[src/rtl/lru_pkg.sv]
package lru_pkg;
  typedef enum logic [1:0] {
    OP_NONE = 2'd0,
    OP_HIT  = 2'd1,
    OP_FILL = 2'd2
  } lru_op_e;
endpackage

[src/rtl/lru_way_next.sv]
module lru_way_next
  import lru_pkg::*;
#(
  parameter int WAYS  = 4,
  localparam int WAY_W = (WAYS > 1) ? $clog2(WAYS) : 1
) (
  input  lru_op_e          op_i,
  input  logic             sel_i,
  input  logic             vld_i,
  input  logic [WAY_W-1:0] cnt_i,
  input  logic [WAY_W-1:0] ref_i,
  output logic             vld_o,
  output logic [WAY_W-1:0] cnt_o
);
  localparam logic [WAY_W-1:0] ONE = 1;

  always_comb begin
    vld_o = vld_i;
    cnt_o = cnt_i;
    case (op_i)
      OP_HIT: begin
        if (sel_i) cnt_o = '0;
        else if (vld_i && (cnt_i < ref_i)) cnt_o = cnt_i + ONE;
      end
      OP_FILL: begin
        if (sel_i) begin
          cnt_o = '0;
          vld_o = 1'b1;
        end else if (vld_i) begin
          cnt_o = cnt_i + ONE;
        end
      end
      default: ;
    endcase
  end
endmodule

[src/rtl/lru_pick.sv]
module lru_pick #(
  parameter int WAYS  = 4,
  localparam int WAY_W = (WAYS > 1) ? $clog2(WAYS) : 1
) (
  input  logic [WAYS*WAY_W-1:0] cnt_i,
  input  logic [WAYS-1:0]       vld_i,
  output logic [WAY_W-1:0]      victim_o
);
  localparam logic [WAY_W-1:0] OLDEST = WAY_W'(WAYS - 1);

  logic [WAY_W-1:0] empty_idx;
  logic [WAY_W-1:0] old_idx;

  always_comb begin
    empty_idx = '0;
    old_idx   = '0;
    for (int w = WAYS - 1; w >= 0; w--) begin
      if (!vld_i[w]) empty_idx = WAY_W'(w);
      if (cnt_i[w*WAY_W +: WAY_W] == OLDEST) old_idx = WAY_W'(w);
    end
    victim_o = (&vld_i) ? old_idx : empty_idx;
  end
endmodule

[src/rtl/lru_repl_unit.sv]
module lru_repl_unit
  import lru_pkg::*;
#(
  parameter int WAYS  = 4,
  parameter int SETS  = 32,
  localparam int WAY_W = (WAYS > 1) ? $clog2(WAYS) : 1,
  localparam int SET_W = (SETS > 1) ? $clog2(SETS) : 1
) (
  input  logic             clk,
  input  logic             rst,
  input  logic             acc_vld,
  input  logic [SET_W-1:0] acc_set,
  input  logic             acc_hit,
  input  logic [WAY_W-1:0] acc_way,
  input  logic             fill_vld,
  output logic [WAY_W-1:0] victim_o,
  output logic             full_o
);
  logic [WAYS*WAY_W-1:0] cnt_q [SETS];
  logic [WAYS-1:0]       vld_q [SETS];

  logic [WAYS*WAY_W-1:0] cur_cnt;
  logic [WAYS-1:0]       cur_vld;
  logic [WAYS*WAY_W-1:0] nxt_cnt;
  logic [WAYS-1:0]       nxt_vld;
  logic [WAY_W-1:0]      fill_way;
  logic [WAY_W-1:0]      nxt_victim;
  logic [WAY_W-1:0]      ref_cnt;
  lru_op_e               op;

  assign cur_cnt = cnt_q[acc_set];
  assign cur_vld = vld_q[acc_set];
  assign ref_cnt = cur_cnt[acc_way*WAY_W +: WAY_W];

  always_comb begin
    if (fill_vld)                                  op = OP_FILL;
    else if (acc_vld && acc_hit && cur_vld[acc_way]) op = OP_HIT;
    else                                           op = OP_NONE;
  end

  lru_pick #(.WAYS(WAYS)) u_pick_fill (
    .cnt_i(cur_cnt), .vld_i(cur_vld), .victim_o(fill_way)
  );

  for (genvar i = 0; i < WAYS; i++) begin : g_way
    logic sel;
    assign sel = (op == OP_FILL) ? (fill_way == WAY_W'(i)) : (acc_way == WAY_W'(i));
    lru_way_next #(.WAYS(WAYS)) u_next (
      .op_i (op),
      .sel_i(sel),
      .vld_i(cur_vld[i]),
      .cnt_i(cur_cnt[i*WAY_W +: WAY_W]),
      .ref_i(ref_cnt),
      .vld_o(nxt_vld[i]),
      .cnt_o(nxt_cnt[i*WAY_W +: WAY_W])
    );
  end

  lru_pick #(.WAYS(WAYS)) u_pick_out (
    .cnt_i(nxt_cnt), .vld_i(nxt_vld), .victim_o(nxt_victim)
  );

  always_ff @(posedge clk) begin
    if (rst) begin
      for (int s = 0; s < SETS; s++) begin
        vld_q[s] <= '0;
        cnt_q[s] <= '0;
      end
    end else if (op != OP_NONE) begin
      vld_q[acc_set] <= nxt_vld;
      cnt_q[acc_set] <= nxt_cnt;
    end
  end

  always_ff @(posedge clk) begin
    if (rst) begin
      victim_o <= '0;
      full_o   <= 1'b0;
    end else if (acc_vld || fill_vld) begin
      victim_o <= nxt_victim;
      full_o   <= &nxt_vld;
    end
  end
endmodule

[config.mk]
export PLATFORM = sky130hd
export DESIGN_NAME = lru_repl_unit
export DESIGN_NICKNAME = d
export VERILOG_FILES = /design/src/rtl/lru_pkg.sv /design/src/rtl/lru_way_next.sv /design/src/rtl/lru_pick.sv /design/src/rtl/lru_repl_unit.sv
export SDC_FILE = /design/constraint.sdc
export NUM_CORES = 1
export LEC_CHECK = 0
export ABC_AREA = 1
export BUFFER_PORTS_ARGS = -buffer_cell sky130_fd_sc_hd__buf_2
export CORE_MARGIN = 2
export CORE_UTILIZATION = 34
export CTS_CLUSTER_DIAMETER = 120
export DETAILED_ROUTE_END_ITERATION = 6
export PLACE_DENSITY = 0.52
export SYNTH_ARGS = -nofsm -noshare
export SYNTH_HDL_FRONTEND = slang
export SYNTH_SLANG_ARGS = --single-unit
[constraint.sdc]
create_clock -name clk -period 4.9 [get_ports clk]
set_input_delay 0.245 -clock clk [delete_from_list [all_inputs] [get_ports clk]]
set_output_delay 0.245 -clock clk [all_outputs]
set_load 0.02 [all_outputs]
[Yosys cells after proc, flatten, opt, wreduce, memory -nomap -nowiden]
Memory sizes are Yosys's and may differ from the RTL's.
Index checks and enable logic that the tools add are counted.
Storage, ports and cells
  bits in registers: 3
  bits in writable memories: 384
  output and inout port bits: 3
  logic and storage cells: 109
  memories: 2
Operators by class
  add/subtract/negate cells: 4
  magnitude comparators: 5
  equal/unequal tests: 16
  shift-type cells: 1
  multiplexer cells: 65
  reduce and logical (&&, ||, !) cells: 14
Memory list
  cnt_q: depth 32, width 8, read ports 1, clocked after Yosys merged registers in 0, wr ports 32, line lru_repl_unit.sv:19  | logic [WAYS*WAY_W-1:0] cnt_q [SETS];
  vld_q: depth 32, width 4, read ports 1, clocked after Yosys merged registers in 0, wr ports 32, line lru_repl_unit.sv:20  | logic [WAYS-1:0] vld_q [SETS];
Operators with widths (number)
  2-bit two-way mux: 35
  2-bit == test (second input constant): 13
  1-bit two-way mux: 21
  2-bit case mux with 2 select lines: 4
  5-bit two-way mux: 2
  2-bit by 1-bit adder with 2-bit output (second input constant): 4
  2-bit < comparator: 4
  8-bit two-way mux: 1
  4-bit AND reduction: 2
  8-bit OR reduction: 1
  8-bit by 4-bit indexed part select with 2-bit output: 1
  2-bit by 1-bit == test with 1-bit output (second input constant): 3
  1-bit logical AND: 6
  2-bit logical NOT: 2
  4-bit two-way mux: 1
  4-bit OR reduction: 1
  2-bit by 3-bit < comparator with 1-bit output (second input constant): 1
  1-bit binary-select mux with 2-bit select: 1
  2-bit nonzero test: 1
  1-bit logical OR: 1

[Longest topological paths before layout]
Gate-level depths: netlist (run 1).
An unclocked memory read counts as a cell.
  word-level depth: 17
  gate-level depth with buffers: 29

[By module]
A second synthesis (run 1) with hierarchy kept.
Second synthesis, totals
  cell total of the unflattened synthesis: 1860
  area total of the unflattened synthesis: 18925.7 µm²
Modules (own cells, without submodules)
  lru_repl_unit: instances 1, cells an instance 1660, area an instance 17929.7 µm², seq. area each 11591.1 µm²
  lru_way_next: instances 4, cells an instance 39, area an instance 202.7 µm², seq. area each 0.0 µm²
  lru_pick: instances 2, cells an instance 22, area an instance 92.6 µm², seq. area each 0.0 µm²

[Least setup slack after synthesis (run 1)]
Ideal clock, no wire load.
  path type: in2reg
  start point: input acc_set[1]
  end point: memory cnt_q[17][6] (netlist bit), data pin
  setup time: 250 ps
  arrival: 3443 ps
  path slack: 1208 ps
  cell stages on the path: 20
  path through: inv_2 -> nor2_2 -> buf_2 -> buf_2 -> buf_2 -> a22oi_1 -> a21oi_1 -> or2_2 -> nor4_2 -> inv_1 -> a221oi_1 -> ha_1 -> o31a_1 -> inv_1 -> nand2_1 -> nand3_1 -> nand3_1 -> buf_2 -> nand2_1 -> inv_1
RTL lines
  start, declared: line lru_repl_unit.sv:12  | input logic [SET_W-1:0] acc_set,
  end, declared: line lru_repl_unit.sv:19

[Worst setup path in the final report (run 1)]
  start point: input acc_set[1]
  end point: register victim_o[1]
On the way
  cells in the longest elaborated chain, start to end: 17
  elaborated cells between the ends (all ways): 86
RTL lines
  memory read 32 x 8 bit
  2-bit == test: line lru_pick.sv:19  | if (cnt_i[w*WAY_W +: WAY_W] == OLDEST) old_idx = WAY_W'(w);
  2-bit two-way mux (4 in series): line lru_pick.sv:19
  2-bit two-way mux: line lru_pick.sv:21  | victim_o = (&vld_i) ? old_idx : empty_idx;
  2-bit == test: line lru_repl_unit.sv:47  | assign sel = (op == OP_FILL) ? (fill_way == WAY_W'(i)) : (acc_way == WAY_W'(i));
  1-bit two-way mux: line lru_repl_unit.sv:47
  2-bit two-way mux, on equally long branches: line lru_way_next.sv:26, lru_way_next.sv:22
  2-bit case mux with 2 select lines: line lru_way_next.sv:20  | case (op_i)
  2-bit == test: line lru_pick.sv:19
  2-bit two-way mux (4 in series): line lru_pick.sv:19
  2-bit two-way mux *: line lru_pick.sv:21
  end signal, assigned: line lru_repl_unit.sv:80  | victim_o <= nxt_victim;
  end, declared: line lru_repl_unit.sv:16  | output logic [WAY_W-1:0] victim_o,
Every way passes the cells marked *; elsewhere a longest branch is shown, timed or not. The select of a mux whose other input is x is not followed.
A chain may end at the register's enable or synchronous reset.

==> results of run 1 <==
-- worst paths after layout --
path | from | end | slack (ps) | cells past startpoint
max reg2reg | cnt_q[11][5] | victim_o[1] | 710 | 22
min reg2reg | full_o | full_o | 520 | 2
min | fill_vld | victim_o[0] | 230 | 3
max | acc_set[1] | victim_o[1] | 570 | 25
-- synthesized netlist by cell type, drive strengths merged --
cell type and instances:
nand2 801, edfxtp 384, nor2 329, inv 216
a22oi 65, buf 65, nand3 59, a21oi 48
clkbuf 25, nand4 13, o21ai 13, or2 12
nor3 9, ha 8, dfxtp 3, nand3b 3
nor4b 2, a21boi 1, a221oi 1, clkinv 1
nor4 1, o21bai 1, o31a 1, o31ai 1
xnor2 1, xor2 1
-- logic make-up (layout without fill, tap and decap cells) --
family / after synthesis / in the layout / share of synthesized area (%)
adder cells (fa/ha/maj): 8 / 8 / 0.535
buffers and inverters: 307 / 432 / 6.57
flip-flops: 387 / 387 / 61.9
XOR/XNOR: 2 / 2 / 0.0936
AO/OA/AOI/OAI: 131 / 131 / 4.47
AND/OR/NAND/NOR: 1229 / 1229 / 26.4
-- worst max-delay path: cells and delay by family --
kind	cells	cell delay (ps)
simple gates	15	2390
buf+inv	6	1540
compound gates	3	340
fa+ha+maj	1	240
-- repair_timing --
item	in CTS	in global routing
buffers inserted	0	0
setup endpoints to repair	0	0
endpoints found under the hold margin	3	0
gates resized for setup	0	0
hold buffers	3	0
-- layout make-up --
type / instances / area [um2]
Multi-Input combinational cell: 1370 / 5930
Tap cell: 696 / 871
Clock buffer: 57 / 1170
Fill cell: 5329 / 32400
Sequential cell: 387 / 11600
Inverter: 217 / 816
Timing Repair Buffer: 138 / 1220
Clock inverter: 20 / 168
-- report_power, final --
part           total [uW]  switching, uW  internal, uW
registers            3790           38.9          3750
clock network        3150           1320          1830
logic                 995            739           256
total                7940           2100          5840
-- registers in the layout, indices dropped and copies added, names as in the netlist --
| register | cells |
|---|---|
| vld_q | 128 |
| full_o | 1 |
| cnt_q | 256 |
| victim_o | 2 |
-- metrics by stage --
stage	power, uW	instances
6_report	7940	2885
4_1_cts	7980	2885
5_1_grt	8180	2885
3_3_place_gp	4840	2805
3_5_place_dp	4850	2805
2_1_floorplan	4390	2064
-- layer usage --
layer | up-vias | track usage, %
li1 | 6846 | -
met2 | 435 | 33.0
met5 | - | 0
met4 | 0 | 8.48
met1 | 6989 | 28.2
met3 | 115 | 3.33
==> results.txt, run 1 <==
worst endpoint data arrival time = 4780 ps
Hold WC Path Type = input port to flop
share of layout cells above drive strength 1 = 13.3%
Placer Congestion = 0.895
Syn Inst Count = 2064
CTS Sinks = 387
Slew Viols, Final = 0
Pre-antenna DRT Iters = 6
vias in the first global route = 14138
final number of setup-violating endpoints = 0
Max Cap Viol = 0
Port-buffer cells = 14
crit-path max FO = 24
critical path's slowest cell = dlygate4sd3_1
commonest non-fill, non-tap cell in the layout = nand2_1
Mapped Avg Cell Area = 9.07 um2
row cnt = 85
Seq cells post-synth = 387
Critical Path Start Type = input port
fin area = 21800 um2
ANT nets after route = 0
drt drc = 0
most used cell, CP = nand2_1
Place WS = 420 ps
overall die height = 239 um
top layer in use = met4
RSZ-0062 raised after global routing = false
Clock Latency Late Sink = 570 ps
Initial Util = 34.6%
Pwr Density = 365 nW/um2
Leakage = 0.00981 uW
Clock Skew = 15.8 ps
ANT cells = 0
Reg clk slew, reported paths = 60 ps
top-area cell type share of the netlist area = 61.6%
synth warn = 0
Tcrit/Tclk final = 88.4%
routed vias/inst = 4.99
CP peak stage delay = 540 ps
Clock Path Buffers = 3
largest area contributor in the netlist = edfxtp_1
top-level I/O count = 15
P&R area growth vs syn = 16.3%
WHS = 229 ps
largest net degree at the start of global routing = 55
HPWL Detailed = 38.8 mm
post-layout util = 40.2%
WL met2 = 26.6 mm
Die Span X = 239 um
synthesized area = 18700 um2
Final WS setup = 568 ps
antenna violations before repair = 1
DR WL/cell = 20.2 um
nets@finish = 2177
Die ar. = 56900 um2
fin crit period = 4330 ps
core area = 54100 um2
sequential share of the synthesized area = 61.9%
Achievable Freq = 231 MHz
Met3 Wirelength = 3.58 mm
Rel. slew slack = 44.8%
Worst setup EP type = flop
met1 WL = 25.9 mm
htree depth = 2
Vias = 14385
initial detailed-routing violation count = 1580
CTS tree = yes
placed cell area = 20400 um2
most frequent cells in the layout = nand2_1 (793), edfxtp_1 (384), nor2_1 (298)
worst vdd ir = 263 uV
first-pass GRT wire length = 87.4 mm
Setup Total Neg Slack = 0 ps
post-synth cell types = 37
GRT Total Usage = 20.7%
Synth area leaders = edfxtp_1 (62%), nand2_1 (16%), nor2_1 (6.0%), inv_1 (3.5%), a22oi_1 (2.6%)
Final Hold Fails = 0
GRT Residual Overflow = 0
CTS Root Cell = clkbuf_16
CP Class = input port to flop
CTS buffer count = 43
final WL = 58.3 mm
syn nets = 2084
Critical Path RT = 5340 ps
outcome = finished clean
Worst Tran Pin Value = 827 ps
(Power assumes the default switching activity.)
==> run 2, diff against run 1 <==
Settings changed: BUFFER_PORTS_ARGS -buffer_cell sky130_fd_sc_hd__buf_2 to default, CORE_ASPECT_RATIO from default to 1.75, CORE_MARGIN 2 to default, DONT_BUFFER_PORTS from default to 1.
==> run 2 against run 1 <==
Compared with the run above: maximum frequency decreased by 1.4%; clock power decreased by 12%; cell count decreased by 3.3%; combinational power about the same; the flow now finishes with violations (DRC); utilization decreased by 1.4 points; routed wire length increased by 5.2%.
==> results.txt, run 2 (same netlist as run 1, synthesis figures left out) <==
outcome = finished, violations left
failing checks = DRC
routed vias/inst = 5.08
Port-buffer cells = 0
WHS = 44.2 ps
Reg clk slew, reported paths = 60 ps
CTS tree = yes
DR WL/cell = 22.0 um
min-delay src = acc_vld
most frequent cells in the layout = nand2_1 (793), edfxtp_1 (384), nor2_1 (298)
initial detailed-routing violation count = 1235
row cnt = 113
Die ar. = 56000 um2
Max Cap Viol = 0
Worst Tran Pin Value = 1110 ps
RSZ-0062 raised after global routing = false
htree depth = 2
GRT Residual Overflow = 0
Achievable Freq = 228 MHz
non-filler cells, final = 2791
top-level I/O count = 15
ANT nets after route = 0
postcts setup bufs = 0
CTS Root Cell = clkbuf_16
DP Cell Count = 2723
Pwr Density = 359 nW/um2
CP Class = flop to flop
Placer Congestion = 0.974
RR Startpoint = cnt_q[28][5]
share of layout cells above drive strength 1 = 9.95%
HPWL Detailed = 40.6 mm
vias in the first global route = 14008
Initial Util = 34.5%
Clock Path Buffers = 3
Tcrit/Tclk final = 89.6%
Critical Path RT = 5200 ps
Clock Skew = 25.9 ps
overall die height = 312 um
Leakage = 0.00936 uW
flip-flop count of the largest register after layout = 256
Top reg by flops = cnt_q
core area = 54300 um2
Die Span X = 179 um
final WL = 61.3 mm
P&R area growth vs syn = 12.5%
fin crit period = 4390 ps
fin area = 21000 um2
crit-path max FO = 7
CTS buffer count = 37
nets@finish = 2096
Final WS setup = 508 ps
worst endpoint data arrival time = 4690 ps
Clock Latency Late Sink = 550 ps
Vias = 14186
hold buffers post-CTS = 4
largest net degree at the start of global routing = 95
Slew Viols, Final = 0
Rel. slew slack = 26.0%
antenna violations before repair = 0
Place WS = 218 ps
placed cell area = 19900 um2
Hold WC Path Type = input port to flop
GRT Total Usage = 22.3%
ANT cells = 0
Regs by FF count = cnt_q x256, vld_q x128, victim_o x2
critical path launch point = cnt_q[28][5]
Final Hold Fails = 0
Pre-antenna DRT Iters = 7
Setup Total Neg Slack = 0 ps
PostCTS Resize Cnt = 0
CTS Sinks = 387
first-pass GRT wire length = 90.5 mm
commonest non-fill, non-tap cell in the layout = nand2_1
worst vdd ir = 205 uV
Worst setup EP type = flop
drt drc = 2
Critical Path Start Type = flop
final number of setup-violating endpoints = 0
run 2: final cells by class:
type                    instances  area [um2]
well taps                     690         863
inverters                     217         815
multi-input cells            1370        5930
fillers                      5493       33200
clock inverters                17         118
repair buffers                 63         746
clock buffers                  47         985
flip-flops and latches        387       11600
run 2: per-layer routing:
layer	vias to the layer above	routed length [um]	global-route usage (%)	part of all wire (%)
li1	6659	-	-	-
met1	6962	22800	25.7	37
met2	443	31800	39.6	52
met3	122	3150	2.70	5.1
met4	0	3540	11.9	5.8
met5	-	0	0	0
run 2: stage by stage:
step                util (%)  total power (uW)
floorplan                  -              4390
global placement        36.7              4850
detailed placement      36.7              4860
CTS                     38.8              7580
global route            38.8              7760
finish                  38.8              7550
run 2: worst paths after layout:
kind	to	slack, ps	cells past startpoint
setup / recovery	cnt_q[29][3]	510	16
hold / removal	full_o	40	3
setup reg to reg	cnt_q[29][3]	510	16
hold reg to reg	victim_o[1]	620	2
run 2: power breakdown:
group | switching, uW | total [uW] | internal (uW)
logic | 738 | 1000 | 263
clock network | 1280 | 2760 | 1480
registers | 38.5 | 3790 | 3750
run 2: worst max-delay path: stages, from the launching register on:
cell and delay (ps):
edfxtp_1 360, a22oi_1 290, a21oi_1 220, or2_2 330, nor2_1 200, nand2_1 220
o21ai_0 200, a21oi_1 90, a221oi_1 680, ha_1 370, nand2_1 90, nand3_1 70
nand4_1 90, nand3_1 470, buf_4 380, nand2_1 60, inv_1 40
